## src/rtl/bpm_pkg.sv

```systemverilog
// Shared constants for the bus traffic performance monitor.
// Assumes: 8-bit byte offsets, 32-bit register data, exactly four event counters.
package bpm_pkg;
    localparam int unsigned ADDR_W  = 8;
    localparam int unsigned DATA_W  = 32;
    localparam int unsigned NUM_EV  = 4;
    localparam int unsigned MASK_W  = NUM_EV + 1;   // bit NUM_EV is the cycle counter
    localparam int unsigned CYC_BIT = NUM_EV;
    localparam int unsigned SEL_W   = 3;

    localparam logic [ADDR_W-1:0] OFF_CTRL    = 8'h00;
    localparam logic [ADDR_W-1:0] OFF_EN_SET  = 8'h04;
    localparam logic [ADDR_W-1:0] OFF_EN_CLR  = 8'h08;
    localparam logic [ADDR_W-1:0] OFF_IE_SET  = 8'h0C;
    localparam logic [ADDR_W-1:0] OFF_IE_CLR  = 8'h10;
    localparam logic [ADDR_W-1:0] OFF_FLAG    = 8'h14;
    localparam logic [ADDR_W-1:0] OFF_CYC     = 8'h18;
    localparam logic [ADDR_W-1:0] OFF_SEL0    = 8'h20;
    localparam logic [ADDR_W-1:0] OFF_CNT0    = 8'h30;
    localparam logic [ADDR_W-1:0] OFF_WIDE_LO = 8'h3C;
    localparam logic [ADDR_W-1:0] OFF_WIDE_HI = 8'h40;

    typedef enum logic [SEL_W-1:0] {
        EV_NONE = 3'd0,
        EV_RD   = 3'd1,
        EV_WR   = 3'd2,
        EV_RW   = 3'd3,
        EV_COMB = 3'd4
    } bpm_ev_e;

    localparam logic [1:0] MODE_MANUAL = 2'd0;
endpackage

```

## src/rtl/bpm_counter.sv

```systemverilog
// One monitor counter: cycle counter or beat counter, chosen by IS_CYCLE.
// Assumes: clr outranks run; wrap pulses for the cycle in which the count
// carries out of its top bit.
module bpm_counter
    import bpm_pkg::*;
#(
    parameter int unsigned W          = 32,
    parameter bit          IS_CYCLE   = 1'b0,
    parameter bit          ALLOW_COMB = 1'b0
) (
    input  logic                 clk,
    input  logic                 rst_n,
    input  logic                 clr,
    input  logic                 run,
    input  logic [SEL_W-1:0]     sel,
    input  logic                 rd_beat,
    input  logic                 wr_beat,
    output logic [W-1:0]         count,
    output logic                 wrap
);
    logic [1:0] inc;
    logic [W:0] sum;

    generate
        if (IS_CYCLE) begin : g_cyc
            logic unused_cyc;
            assign unused_cyc = ^{sel, rd_beat, wr_beat};
            // Purpose: a cycle counter advances by one per clock.
            always_comb inc = 2'd1;
        end else begin : g_ev
            // Purpose: decode the event type into the step for this cycle.
            always_comb begin
                case (sel)
                    EV_RD:   inc = {1'b0, rd_beat};
                    EV_WR:   inc = {1'b0, wr_beat};
                    EV_RW:   inc = {1'b0, rd_beat} + {1'b0, wr_beat};
                    EV_COMB: inc = ALLOW_COMB ? ({1'b0, rd_beat} + {1'b0, wr_beat}) : 2'd0;
                    default: inc = 2'd0;
                endcase
            end
        end
    endgenerate

    // Purpose: next count with carry-out for wrap detection.
    always_comb begin
        sum  = {1'b0, count} + (W+1)'(inc);
        wrap = run && !clr && sum[W];
    end

    // Purpose: hold, zero or advance the count.
    always_ff @(posedge clk) begin
        if (!rst_n)      count <= '0;
        else if (clr)    count <= '0;
        else if (run)    count <= sum[W-1:0];
    end

    p_clear_zero_r7: assert property (@(posedge clk) disable iff (!rst_n)
        clr |=> (count == '0));
    p_frozen_r8: assert property (@(posedge clk) disable iff (!rst_n)
        (!run && !clr) |=> $stable(count));
    p_step_bound_r5: assert property (@(posedge clk) disable iff (!rst_n)
        (run && !clr) |=> (W'(count - $past(count)) <= W'(2)));
endmodule

```

## src/rtl/bpm_regs.sv

```systemverilog
// Register file and read mux of the monitor.
// Assumes: zero-wait register port, writes land in the access phase,
// reset bits self-clear, flags set on wrap with set winning over clear.
module bpm_regs
    import bpm_pkg::*;
#(
    parameter int unsigned CNT_W  = 32,
    parameter int unsigned WIDE_W = 40
) (
    input  logic                        clk,
    input  logic                        rst_n,
    input  logic                        psel,
    input  logic                        penable,
    input  logic                        pwrite,
    input  logic [ADDR_W-1:0]           paddr,
    input  logic [DATA_W-1:0]           pwdata,
    output logic [DATA_W-1:0]           prdata,
    input  logic [CNT_W-1:0]            cyc_cnt,
    input  logic [CNT_W-1:0]            ev_cnt [NUM_EV-1],
    input  logic [WIDE_W-1:0]           wide_cnt,
    input  logic [MASK_W-1:0]           wrap,
    output logic [MASK_W-1:0]           run_mask,
    output logic                        clr_ev,
    output logic                        clr_cyc,
    output logic [SEL_W-1:0]            sel [NUM_EV],
    output logic                        irq
);
    localparam int unsigned HI_W = WIDE_W - 32;

    logic              wr_en;
    logic              ena;
    logic [1:0]        mode;
    logic [MASK_W-1:0] en_mask;
    logic [MASK_W-1:0] ie_mask;
    logic [MASK_W-1:0] flags;
    logic [MASK_W-1:0] wbits;
    logic              unused_wdata;

    assign wr_en        = psel && penable && pwrite;
    assign wbits        = pwdata[MASK_W-1:0];
    assign unused_wdata = ^pwdata[DATA_W-1:6];

    // Purpose: control register with self-clearing reset bits.
    always_ff @(posedge clk) begin
        if (!rst_n) begin
            ena <= 1'b0; mode <= MODE_MANUAL; clr_ev <= 1'b0; clr_cyc <= 1'b0;
        end else begin
            clr_ev  <= 1'b0;
            clr_cyc <= 1'b0;
            if (wr_en && paddr == OFF_CTRL) begin
                ena     <= pwdata[0];
                clr_ev  <= pwdata[1];
                clr_cyc <= pwdata[2];
                mode    <= pwdata[5:4];
            end
        end
    end

    // Purpose: set/clear counter enable mask.
    always_ff @(posedge clk) begin
        if (!rst_n)                             en_mask <= '0;
        else if (wr_en && paddr == OFF_EN_SET)  en_mask <= en_mask | wbits;
        else if (wr_en && paddr == OFF_EN_CLR)  en_mask <= en_mask & ~wbits;
    end

    // Purpose: set/clear interrupt enable mask.
    always_ff @(posedge clk) begin
        if (!rst_n)                             ie_mask <= '0;
        else if (wr_en && paddr == OFF_IE_SET)  ie_mask <= ie_mask | wbits;
        else if (wr_en && paddr == OFF_IE_CLR)  ie_mask <= ie_mask & ~wbits;
    end

    // Purpose: wrap flags, write-1-to-clear, wrap wins.
    always_ff @(posedge clk) begin
        if (!rst_n) flags <= '0;
        else        flags <= (flags & ~((wr_en && paddr == OFF_FLAG) ? wbits : '0)) | wrap;
    end

    generate
        for (genvar i = 0; i < NUM_EV; i++) begin : g_sel
            // Purpose: event-type register of counter i.
            always_ff @(posedge clk) begin
                if (!rst_n) sel[i] <= EV_NONE;
                else if (wr_en && paddr == OFF_SEL0 + ADDR_W'(4*i)) sel[i] <= pwdata[SEL_W-1:0];
            end
        end
    endgenerate

    assign run_mask = (ena && mode == MODE_MANUAL) ? en_mask : '0;
    assign irq      = |(flags & ie_mask);

    // Purpose: read data mux; unmapped offsets and writes return zero.
    always_comb begin
        prdata = '0;
        if (psel && !pwrite) begin
            case (paddr)
                OFF_CTRL:             prdata = {26'd0, mode, 1'b0, clr_cyc, clr_ev, ena};
                OFF_EN_SET, OFF_EN_CLR: prdata = DATA_W'(en_mask);
                OFF_IE_SET, OFF_IE_CLR: prdata = DATA_W'(ie_mask);
                OFF_FLAG:             prdata = DATA_W'(flags);
                OFF_CYC:              prdata = DATA_W'(cyc_cnt);
                OFF_SEL0:             prdata = DATA_W'(sel[0]);
                OFF_SEL0 + 8'h04:     prdata = DATA_W'(sel[1]);
                OFF_SEL0 + 8'h08:     prdata = DATA_W'(sel[2]);
                OFF_SEL0 + 8'h0C:     prdata = DATA_W'(sel[3]);
                OFF_CNT0:             prdata = DATA_W'(ev_cnt[0]);
                OFF_CNT0 + 8'h04:     prdata = DATA_W'(ev_cnt[1]);
                OFF_CNT0 + 8'h08:     prdata = DATA_W'(ev_cnt[2]);
                OFF_WIDE_LO:          prdata = wide_cnt[31:0];
                OFF_WIDE_HI:          prdata = DATA_W'(wide_cnt[WIDE_W-1:32]);
                default:              prdata = '0;
            endcase
        end
    end

    p_selfclr_r7: assert property (@(posedge clk) disable iff (!rst_n)
        (clr_ev && !(wr_en && paddr == OFF_CTRL)) |=> !clr_ev);
    p_wrap_flag_r10: assert property (@(posedge clk) disable iff (!rst_n)
        (wrap != '0) |=> ((flags & $past(wrap)) == $past(wrap)));
    p_irq_source_r11: assert property (@(posedge clk) disable iff (!rst_n)
        irq |-> (flags != '0));
    p_mode_hold_r9: assert property (@(posedge clk) disable iff (!rst_n)
        (mode != MODE_MANUAL) |-> (run_mask == '0));
    p_unmapped_r2: assert property (@(posedge clk) disable iff (!rst_n)
        (psel && paddr > OFF_WIDE_HI) |-> (prdata == '0));
    initial assert (HI_W >= 1 && HI_W <= 32);
endmodule

```

## src/rtl/bpm_top.sv

```systemverilog
// Bus traffic performance monitor top: register file, one cycle counter,
// four event counters (counter 3 wide, with the combined event code).
// Assumes: beat inputs are synchronous to clk; CNT_W <= 32 < WIDE_W <= 64.
module bpm_top
    import bpm_pkg::*;
#(
    parameter int unsigned CNT_W  = 32,
    parameter int unsigned WIDE_W = 40
) (
    input  logic              clk,
    input  logic              rst_n,
    input  logic              psel,
    input  logic              penable,
    input  logic              pwrite,
    input  logic [7:0]        paddr,
    input  logic [31:0]       pwdata,
    output logic [31:0]       prdata,
    output logic              pready,
    input  logic              rd_valid,
    input  logic              rd_ready,
    input  logic              wr_valid,
    input  logic              wr_ready,
    output logic              irq
);
    logic              rd_beat, wr_beat;
    logic [CNT_W-1:0]  cyc_cnt;
    logic [CNT_W-1:0]  ev_cnt [NUM_EV-1];
    logic [WIDE_W-1:0] wide_cnt;
    logic [MASK_W-1:0] wrap;
    logic [MASK_W-1:0] run_mask;
    logic              clr_ev, clr_cyc;
    logic [SEL_W-1:0]  sel [NUM_EV];

    assign rd_beat = rd_valid && rd_ready;
    assign wr_beat = wr_valid && wr_ready;
    assign pready  = 1'b1;

    bpm_regs #(.CNT_W(CNT_W), .WIDE_W(WIDE_W)) u_regs (
        .clk(clk), .rst_n(rst_n), .psel(psel), .penable(penable), .pwrite(pwrite),
        .paddr(paddr), .pwdata(pwdata), .prdata(prdata),
        .cyc_cnt(cyc_cnt), .ev_cnt(ev_cnt), .wide_cnt(wide_cnt), .wrap(wrap),
        .run_mask(run_mask), .clr_ev(clr_ev), .clr_cyc(clr_cyc), .sel(sel), .irq(irq)
    );

    bpm_counter #(.W(CNT_W), .IS_CYCLE(1'b1), .ALLOW_COMB(1'b0)) u_cyc (
        .clk(clk), .rst_n(rst_n), .clr(clr_cyc), .run(run_mask[CYC_BIT]),
        .sel(EV_NONE), .rd_beat(1'b0), .wr_beat(1'b0),
        .count(cyc_cnt), .wrap(wrap[CYC_BIT])
    );

    generate
        for (genvar i = 0; i < NUM_EV; i++) begin : g_ev
            if (i == NUM_EV - 1) begin : g_wide
                bpm_counter #(.W(WIDE_W), .IS_CYCLE(1'b0), .ALLOW_COMB(1'b1)) u_cnt (
                    .clk(clk), .rst_n(rst_n), .clr(clr_ev), .run(run_mask[i]),
                    .sel(sel[i]), .rd_beat(rd_beat), .wr_beat(wr_beat),
                    .count(wide_cnt), .wrap(wrap[i])
                );
            end else begin : g_narrow
                bpm_counter #(.W(CNT_W), .IS_CYCLE(1'b0), .ALLOW_COMB(1'b0)) u_cnt (
                    .clk(clk), .rst_n(rst_n), .clr(clr_ev), .run(run_mask[i]),
                    .sel(sel[i]), .rd_beat(rd_beat), .wr_beat(wr_beat),
                    .count(ev_cnt[i]), .wrap(wrap[i])
                );
            end
        end
    endgenerate

    p_irq_low_r1: assert property (@(posedge clk) $fell(rst_n) |=> !irq);
endmodule

```

## config.mk

```make
export PLATFORM = sky130hd
export DESIGN_NAME = bpm_top
export DESIGN_NICKNAME = d
export VERILOG_FILES = /design/src/rtl/bpm_pkg.sv /design/src/rtl/bpm_counter.sv /design/src/rtl/bpm_regs.sv /design/src/rtl/bpm_top.sv
export SDC_FILE = /design/constraint.sdc
export NUM_CORES = 1
export LEC_CHECK = 0
export ABC_AREA = 0
export BUFFER_PORTS_ARGS = -buffer_cell sky130_fd_sc_hd__buf_2
export CAP_MARGIN = 30
export CORE_MARGIN = 1
export CORE_UTILIZATION = 60
export DETAILED_ROUTE_END_ITERATION = 7
export PLACE_DENSITY_LB_ADDON = 0.25
export SYNTH_ARGS = -nofsm -noshare
export SYNTH_HDL_FRONTEND = slang
export SYNTH_HIERARCHICAL = 1
export SYNTH_SLANG_ARGS = --single-unit
```

## constraint.sdc

```tcl
create_clock -name clk -period 5.1 [get_ports clk]
set_clock_uncertainty 0.15 [all_clocks]
set_input_delay 1.02 -clock clk [delete_from_list [all_inputs] [get_ports clk]]
set_output_delay 1.02 -clock clk [all_outputs]
set_load 0.01 [all_outputs]
```

======== Word-level counts from Yosys, hierarchy flattened ========
Cells that the tools add are included.
cells by class
  shift-type cells ........................ 0
  bitwise gates (word level) .............. 10
  equality and inequality tests ........... 28
  reduce and logical (&&, ||, !) cells .... 40
  $mul .................................... 0
  divide/modulo/power cells ............... 0
  $add $sub $neg .......................... 6
  magnitude comparators ................... 0
  muxes and demuxes ....................... 12
operators with widths
  cell                                                                    count
  32-bit one-hot mux with 14 select lines                                 1
  32-bit by 2-bit adder with 33-bit output                                3
  8-bit by 6-bit equality test with 1-bit output (second input constant)  8
  40-bit by 2-bit adder with 41-bit output                                1
  32-bit by 1-bit adder with 33-bit output (second input constant)        1
  32-bit two-way mux                                                      1
  5-bit two-way mux                                                       6
  1-bit logical AND                                                       26
  3-bit by 2-bit equality test with 1-bit output (second input constant)  8
  8-bit by 5-bit equality test with 1-bit output (second input constant)  3
  2-bit one-hot mux with 3 select lines                                   4
  5-bit bitwise AND                                                       4
  8-bit by 4-bit equality test with 1-bit output (second input constant)  2
  5-bit bitwise OR                                                        3
  3-bit by 1-bit equality test with 1-bit output (second input constant)  4
  5-bit NOT                                                               2
  2-bit OR reduction                                                      5
  8-bit by 3-bit equality test with 1-bit output (second input constant)  1
  8-bit by 7-bit equality test with 1-bit output (second input constant)  1
  8-bit zero test                                                         1
  5-bit OR reduction                                                      1
  2-bit nonzero test                                                      2
  3-bit equality test (second input constant)                             1
  1-bit zero test                                                         3
  other kinds (4)                                                         4
word-level totals
  latch bits .............................. 0
  ROM bits ................................ 0
  memories ................................ 0
  bits of input ports ..................... 49
  register bits after elaboration ......... 200
  memory bits (writable) .................. 0
  output and inout bits ................... 34

======== Logic depth before layout (Yosys ltp) ========
Gate-level depths: netlist of run 1.
  depth in word-level cells ............... 7
  mapped depth ............................ 15

======== Hierarchy ========
The synthesis of run 1 kept the hierarchy.
modules (own cells, without submodules)
  module                                     seq. area each (sq um)  cells each  times used  area an instance (sq um)
  bpm_counter at g_ev[1].g_narrow.u_cnt ...  640.6                   203         2           1677.9
  bpm_regs                                   640.6                   422         1           3175.5
  bpm_counter at g_ev[3].g_wide.u_cnt        800.8                   234         1           2013.2
  bpm_counter at g_ev[0].g_narrow.u_cnt      640.6                   192         1           1639.1
  bpm_counter at u_cyc                       640.6                   181         1           1549.0
  bpm_top                                    0.0                     5           1           27.5

======== Worst setup path after synthesis of run 1 ========
Ideal clock, no wire load.
  kind .................................... input to register
  start point ............................. in rd_valid
  end point ............................... reg g_ev[0].g_narrow.u_cnt.count[18]
  arrival time ............................ 3856 ps
  slack ................................... 1023 ps
  stages on the path ...................... 13
  required time ........................... 4880 ps
  cells stage by stage .................... and2_1 ha_1 mux2_2 a21oi_1 nor2_1 ha_1 inv_1 fa_1 nand3b_2 or4_1 buf_2 or4_1 a21oi_1
on the way
  cells in the longest elaborated chain, start to end .. 4
ends and longest elaborated chain
  element                                       line               source
  from (decl)                                   bpm_top.sv:19      input logic rd_valid,
  1-bit logical AND (*)                         bpm_top.sv:34      assign rd_beat = rd_valid && rd_ready;
  1-bit by 1-bit adder with 2-bit output        bpm_counter.sv:36  EV_RW: inc = {1'b0, rd_beat} + {1'b0, wr_beat};
  2-bit one-hot mux with 3 select lines (*)     bpm_counter.sv:33  case (sel)
  32-bit by 2-bit adder with 33-bit output (*)  bpm_counter.sv:46  sum = {1'b0, count} + (W+1)'(inc);
  to (signal assigned)                          bpm_counter.sv:54  else if (run) count <= sum[W-1:0];
  to (decl)                                     bpm_counter.sv:18  output logic [W-1:0] count,
Every way passes the cells marked *; elsewhere a longest branch is shown, timed or not.
A chain may end at the register's enable or synchronous reset.

======== Final worst setup path of run 1 ========
  start point ............................. in wr_valid
  end point ............................... reg u_regs.flags[2]
on the way
  cells in the longest elaborated chain, start to end .. 6
ends and longest elaborated chain
  element                                       line               source
  from (decl)                                   bpm_top.sv:21      input logic wr_valid,
  1-bit logical AND (*)                         bpm_top.sv:35      assign wr_beat = wr_valid && wr_ready;
  via wr_beat                                   bpm_top.sv:25      logic rd_beat, wr_beat;
  1-bit by 1-bit adder with 2-bit output        bpm_counter.sv:36
  2-bit one-hot mux with 3 select lines (*)     bpm_counter.sv:33
  32-bit by 2-bit adder with 33-bit output (*)  bpm_counter.sv:46
  1-bit logical AND (*)                         bpm_counter.sv:47  wrap = run && !clr && sum[W];
  via wrap[2]                                   bpm_top.sv:29      logic [MASK_W-1:0] wrap;
  5-bit bitwise OR (*)                          bpm_regs.sv:76     else flags <= (flags & ~((wr_en && paddr == OFF_FLAG) ? wbits : '0)) | wrap;
  to (signal assigned)                          bpm_regs.sv:76
  to (decl)                                     bpm_regs.sv:35     logic [MASK_W-1:0] flags;
Mark *: on every way through the listed nets, which the timed path passes. The rest lies on a longest branch.

==> results.toml, run 1 <==
[setup_path]
crit_chain = "buf_2, and2_1, ha_1, mux2_2, a21oi_1, nor2_1, ha_1, inv_1, fa_1, and3b_1, and4_1, nand2_1, nor4b_1, a21oi_1, nor2b_1"
crit_slowest_cell = "nor4b_1"
slowest_delay_ps = 660
worstPathArrival_ps = 4640
start_kind = "primary input"
end_kind = "register"
crit_fanout = 8
cp.required_ps = 5290
crit_type = "in -> reg"

[clocking]
cts_tree = "yes"
clk_latency_ps = 440
clockRootBuffer = "clkbuf_16"
cts_num_sinks = 200
cts-htree-levels = 4
clk_pin_slew_ps = 70
cts_resized = 0
cts_buffer_depth = 2
holdBufCountCts = 0
cts_buffers = 17
cts_setup_buffers = 0

[grt]
grt-ovfl-total = 0
grt.total_usage_pct = 34.34
grt_pass1_wl_mm = 54.41
grt_pass1_vias = 10230
grt_max_degree = 37
antenna_found_initial = 0

[placed_design]
io_buffers = 55
dp_hpwl_mm = 23.93
place_area_um2 = 12080
gp_congestion = 0.9869

[layout]
multi_input_area_um2 = 7218
drive_above_1_share_pct = 10.70
seqCellArea_um2 = 4004
fin_area_um2 = 12720
syn_to_final_growth_pct = 8.174
nNetsFinal = 1511
antenna_cells = 0
nFillCells = 1605

[route]
antenna_left = 0
drt_iter0_drc = 1464
dr_total_vias = 11510
wl_per_cell_um = 19.79
vias_per_cell = 6.697
wl_mm = 33.99
drc = 0
first_pass_iters = 6

[sta]
timing.fmax_mhz = 224.7
timing.final.crit_share_pct = 87.27
period_needed_ps = 4451
relSlewSlack_pct = 33.49
slew_viol_final = 0
rsz0062_at_grt = "false"
setup_viol = 0
hold_viol_final = 0
worst_pin_slew_ps = 997.7
finalSetupTns_ps = 0

[logic_synthesis]
synthCells = 1439
yosys_warnings = 6
synth_nets = 1505
syn_area_um2 = 11760
avgSynthCellArea_um2 = 8.170

[floorplanning]
fp.dieW_um = 142.0
ios = 83
rows = 50
floorplan.initialDensity_pct = 62.02
die_area_um2 = 20160
fp.dieH_um = 142.0
placeableCoreArea_um2 = 18960

[pwr]
power_density_nw_per_um2 = 246.7
p_total_mw = 3.137
p_leak_nw = 3.917
ir_worst_vdd_v = 0.0002169

[run]
drv_cap = 0

[run_status]
status = "complete, no violations"

[hold_path]
hp-class = "reg -> reg"
state kept, by name, summed over array words and instances, names as in the netlist, named ones only:
signal                     count
u_regs/flags                   5
u_regs/mode                    2
g_ev.g_wide.u_cnt/count       40
u_cyc/count                   32
g_ev.g_narrow.u_cnt/count     96
u_regs/clr_cyc                 1
u_regs/ena                     1
u_regs/sel                    12
u_regs/clr_ev                  1
final timing paths:
kind | startpoint | endpoint | slack (ps) | cells after the start
max | wr_valid | u_regs/flags[2] | 650 | 15
min | register | register | 320 | 2
max reg2reg | u_regs/sel[4] | u_regs/flags[2] | 1450 | 12
min reg2reg | register | register | 320 | 2
through the flow:
step	worst slack [ps]	hold slack, ps	std cells	utilization (%)
after floorplan	1023	293.1	1439	-
after global placement	538.5	308.5	1683	63.66
after detailed placement	450.4	313.4	1685	63.74
after CTS	841.8	322.4	1717	67.01
after global routing	532.3	362.8	1718	67.09
final	649.3	322.8	1718	67.09
cell type report:
type,count,share of cell area [%]
Clock inverter,11,1.328
Timing Repair Buffer,75,3.503
Clock buffer,21,3.542
Multi-Input combinational cell,1123,56.76
Inverter,28,0.8264
Sequential cell,200,31.48
Tap cell,260,2.558
placed cells by master, fill, tap and decap left out, types with 18 or more instances in the layout:
cell and instances:
dfxtp_1 200, nand2_1 137, a21oi_1 136, nor2_1 130, nand3_1 72, a22oi_1 58
buf_2 55, or4_1 49, o31ai_1 42, xnor2_1 40, nand4_1 39, o21ai_0 37
nor4_1 31, mux2i_1 31, inv_1 28, xor2_1 27, nor2b_1 26, and4_1 23
or3_1 22, nand2b_1 21, buf_4 18
worst max-delay path, delay by kind of cell:
family	cells	cell delay (ps)
simple gates	7	2170
fa+ha+maj	3	930
compound gates	2	230
buf+inv	2	150
mux	1	130
routing by layer:
metal	track usage, %	wire (um)	vias up
li1	-	-	5352
met3	5.653	2683	121
met1	44.96	14030	5447
met4	19.13	1863	0
met2	53.98	15410	586
met5	0	0	-
power breakdown:
group | total (mW) | internal (mW) | switching, mW
registers | 1.56 | 1.56 | 0.0000869
logic | 0.122 | 0.0342 | 0.0876
clock network | 1.45 | 0.837 | 0.617
total | 3.14 | 2.43 | 0.705
Note: power is estimated with default switching activity, not from simulation.
==> run 2: changes to the inputs <==
- ABC_AREA: 0 -> 1
- CORE_UTILIZATION: 60 -> 52
==> results.toml, run 2 <==
[setup_path]
end_kind = "output port"
crit_type = "in -> out"
r2r_slack_ps = 1850
start_kind = "primary input"
crit_chain = "buf_2, nor2_4, nand3_1, nor2_4, nor2_1, nand2_1, nor2_1, nand2_1, nand2_1, nor2_1, buf_2"
crit_family = "simple AND/OR/NAND/NOR gates"
worstPathArrival_ps = 2960
reg2reg_to = "u_regs/flags[0]"
r2r_start = "u_regs/sel[9]"
crit_slowest_cell = "nor2_4"
slowest_delay_ps = 530
cp_num_buf_inv = 2
crit_fanout = 27
cp.required_ps = 3930
r2r_cells = 12

[placed_design]
place_inst = 2577
io_buffers = 55
place_area_um2 = 14060
dp_hpwl_mm = 35.15
gp_congestion = 1.039

[pwr]
p_leak_nw = 6.118
power_density_nw_per_um2 = 212.3
ir_worst_vdd_v = 0.0001691

[route]
dr_total_vias = 14330
drt_iter0_drc = 1479
wl_per_cell_um = 17.13
first_pass_iters = 6
wl_mm = 44.72
antenna_left = 0
vias_per_cell = 5.489
drc = 0

[layout]
final_util_pct = 57.94
syn_to_final_growth_pct = 8.692
reg_top3 = "g_ev.g_narrow.u_cnt/count (96), g_ev.g_wide.u_cnt/count (40), u_cyc/count (32)"
largest-register = "g_ev.g_narrow.u_cnt/count"
nNetsFinal = 2332
final_cell_mix = "nand2_1, nor2_1, inv_1, dfxtp_1, nand3_1"
finalNonFillerCells = 2610
drive_above_1_share_pct = 11.50
largest_reg_flops = 96
nFillCells = 2547
final_common_cell = "nand2_1"
fin_area_um2 = 14680

[sta]
period_needed_ps = 4134
worst_pin_slew_ps = 976.7
relSlewSlack_pct = 34.65
timing.hold.ws_ps = 329.5
timing.final.crit_share_pct = 81.06
finalSetupTns_ps = 0
timing.fmax_mhz = 241.9
setup_viol = 0
hold_viol_final = 0
slew_viol_final = 0
rsz0062_at_grt = "false"

[clocking]
cts_setup_buffers = 0
holdBufCountCts = 0
cts_buffers = 17
cts-htree-levels = 4
clk_pin_slew_ps = 80
clk_latency_ps = 450
cts_resized = 0
cts_tree = "yes"
clockRootBuffer = "clkbuf_16"
cts_num_sinks = 200
cts_buffer_depth = 2

[grt]
grt-ovfl-total = 0
antenna_found_initial = 1
grt_pass1_wl_mm = 69.75
grt_pass1_vias = 12990
grt_max_degree = 30
grt.total_usage_pct = 34.15

[floorplanning]
fp.dieH_um = 163.1
die_area_um2 = 26610
floorplan.initialDensity_pct = 53.31
ios = 83
fp.dieW_um = 163.1
rows = 58
placeableCoreArea_um2 = 25330

[hold_path]
hp-class = "reg -> reg"
hold_path_end = "u_regs/sel[8]"
min-delay-start = "u_regs/sel[8]"
min_path_cells = 2

[logic_synthesis]
avgSynthCellArea_um2 = 6.085
syn_area_um2 = 13500
synthCells = 2219
yosys_warnings = 6
synth_nets = 2285

[run_status]
status = "complete, no violations"

[run]
drv_cap = 0
==> run 2: routing by layer <==
layer | routed length (um) | GRT usage (%) | share of wire (%) | vias up
met5 | 0 | 0 | 0 | -
met1 | 19200 | 45.36 | 43 | 6548
met3 | 3714 | 5.307 | 8.3 | 114
met4 | 2128 | 16.02 | 4.8 | 0
li1 | - | - | - | 7074
met2 | 19680 | 54.08 | 44 | 589
==> run 2: power breakdown <==
part	internal (mW)	switching [mW]	leakage, nW
Combinational	0.0271	0.0830	4.21
Clock	0.770	0.676	0.298
Sequential	1.56	0.000119	1.61
==> run 2: worst register-to-register path, stage by stage, from the launching register on <==
cell	delay, ps
dfxtp_1	400
o21ai_0	110
a21oi_1	440
ha_1	310
inv_1	70
fa_1	460
nor2_8	190
nand3_4	110
nor2_8	150
nand4_1	140
nor2_1	400
inv_1	100
a21oi_1	150
==> run 2: layout make-up <==
type                       count  area [um^2]  share of cell area, %
timing repair buffer          68        372.9                  2.541
inverter                     301         1130                  7.699
sequential                   200         4004                  27.28
clock inverter                12        153.9                  1.049
multi-input combinational   1678         8143                  55.49
tap                          330        412.9                  2.814
antenna                        1        2.502                0.01705
clock buffer                  20        456.7                  3.112
==> run 2: how the worst max path moves through the flow <==
| stage | start | to | cells past startpoint | slack [ps] |
|---|---|---|---|---|
| floorplan | rd_valid | u_regs/flags[0] | 15 | 1840 |
| global placement | wr_valid | u_regs/flags[0] | 16 | 840 |
| detailed placement | wr_valid | u_regs/flags[0] | 16 | 830 |
| CTS | paddr[1] | prdata[12] | 11 | 1020 |
| global route | paddr[1] | prdata[12] | 9 | 790 |
| finish | paddr[1] | prdata[12] | 11 | 970 |
==> run 2: per-stage QoR <==
step / total power [mW] / setup slack [ps]
floorplan: 1.663 / 1838
global placement: 1.702 / 842.9
detailed placement: 1.705 / 828.1
CTS: 3.143 / 1025
global route: 3.215 / 786.1
finish: 3.116 / 965.7
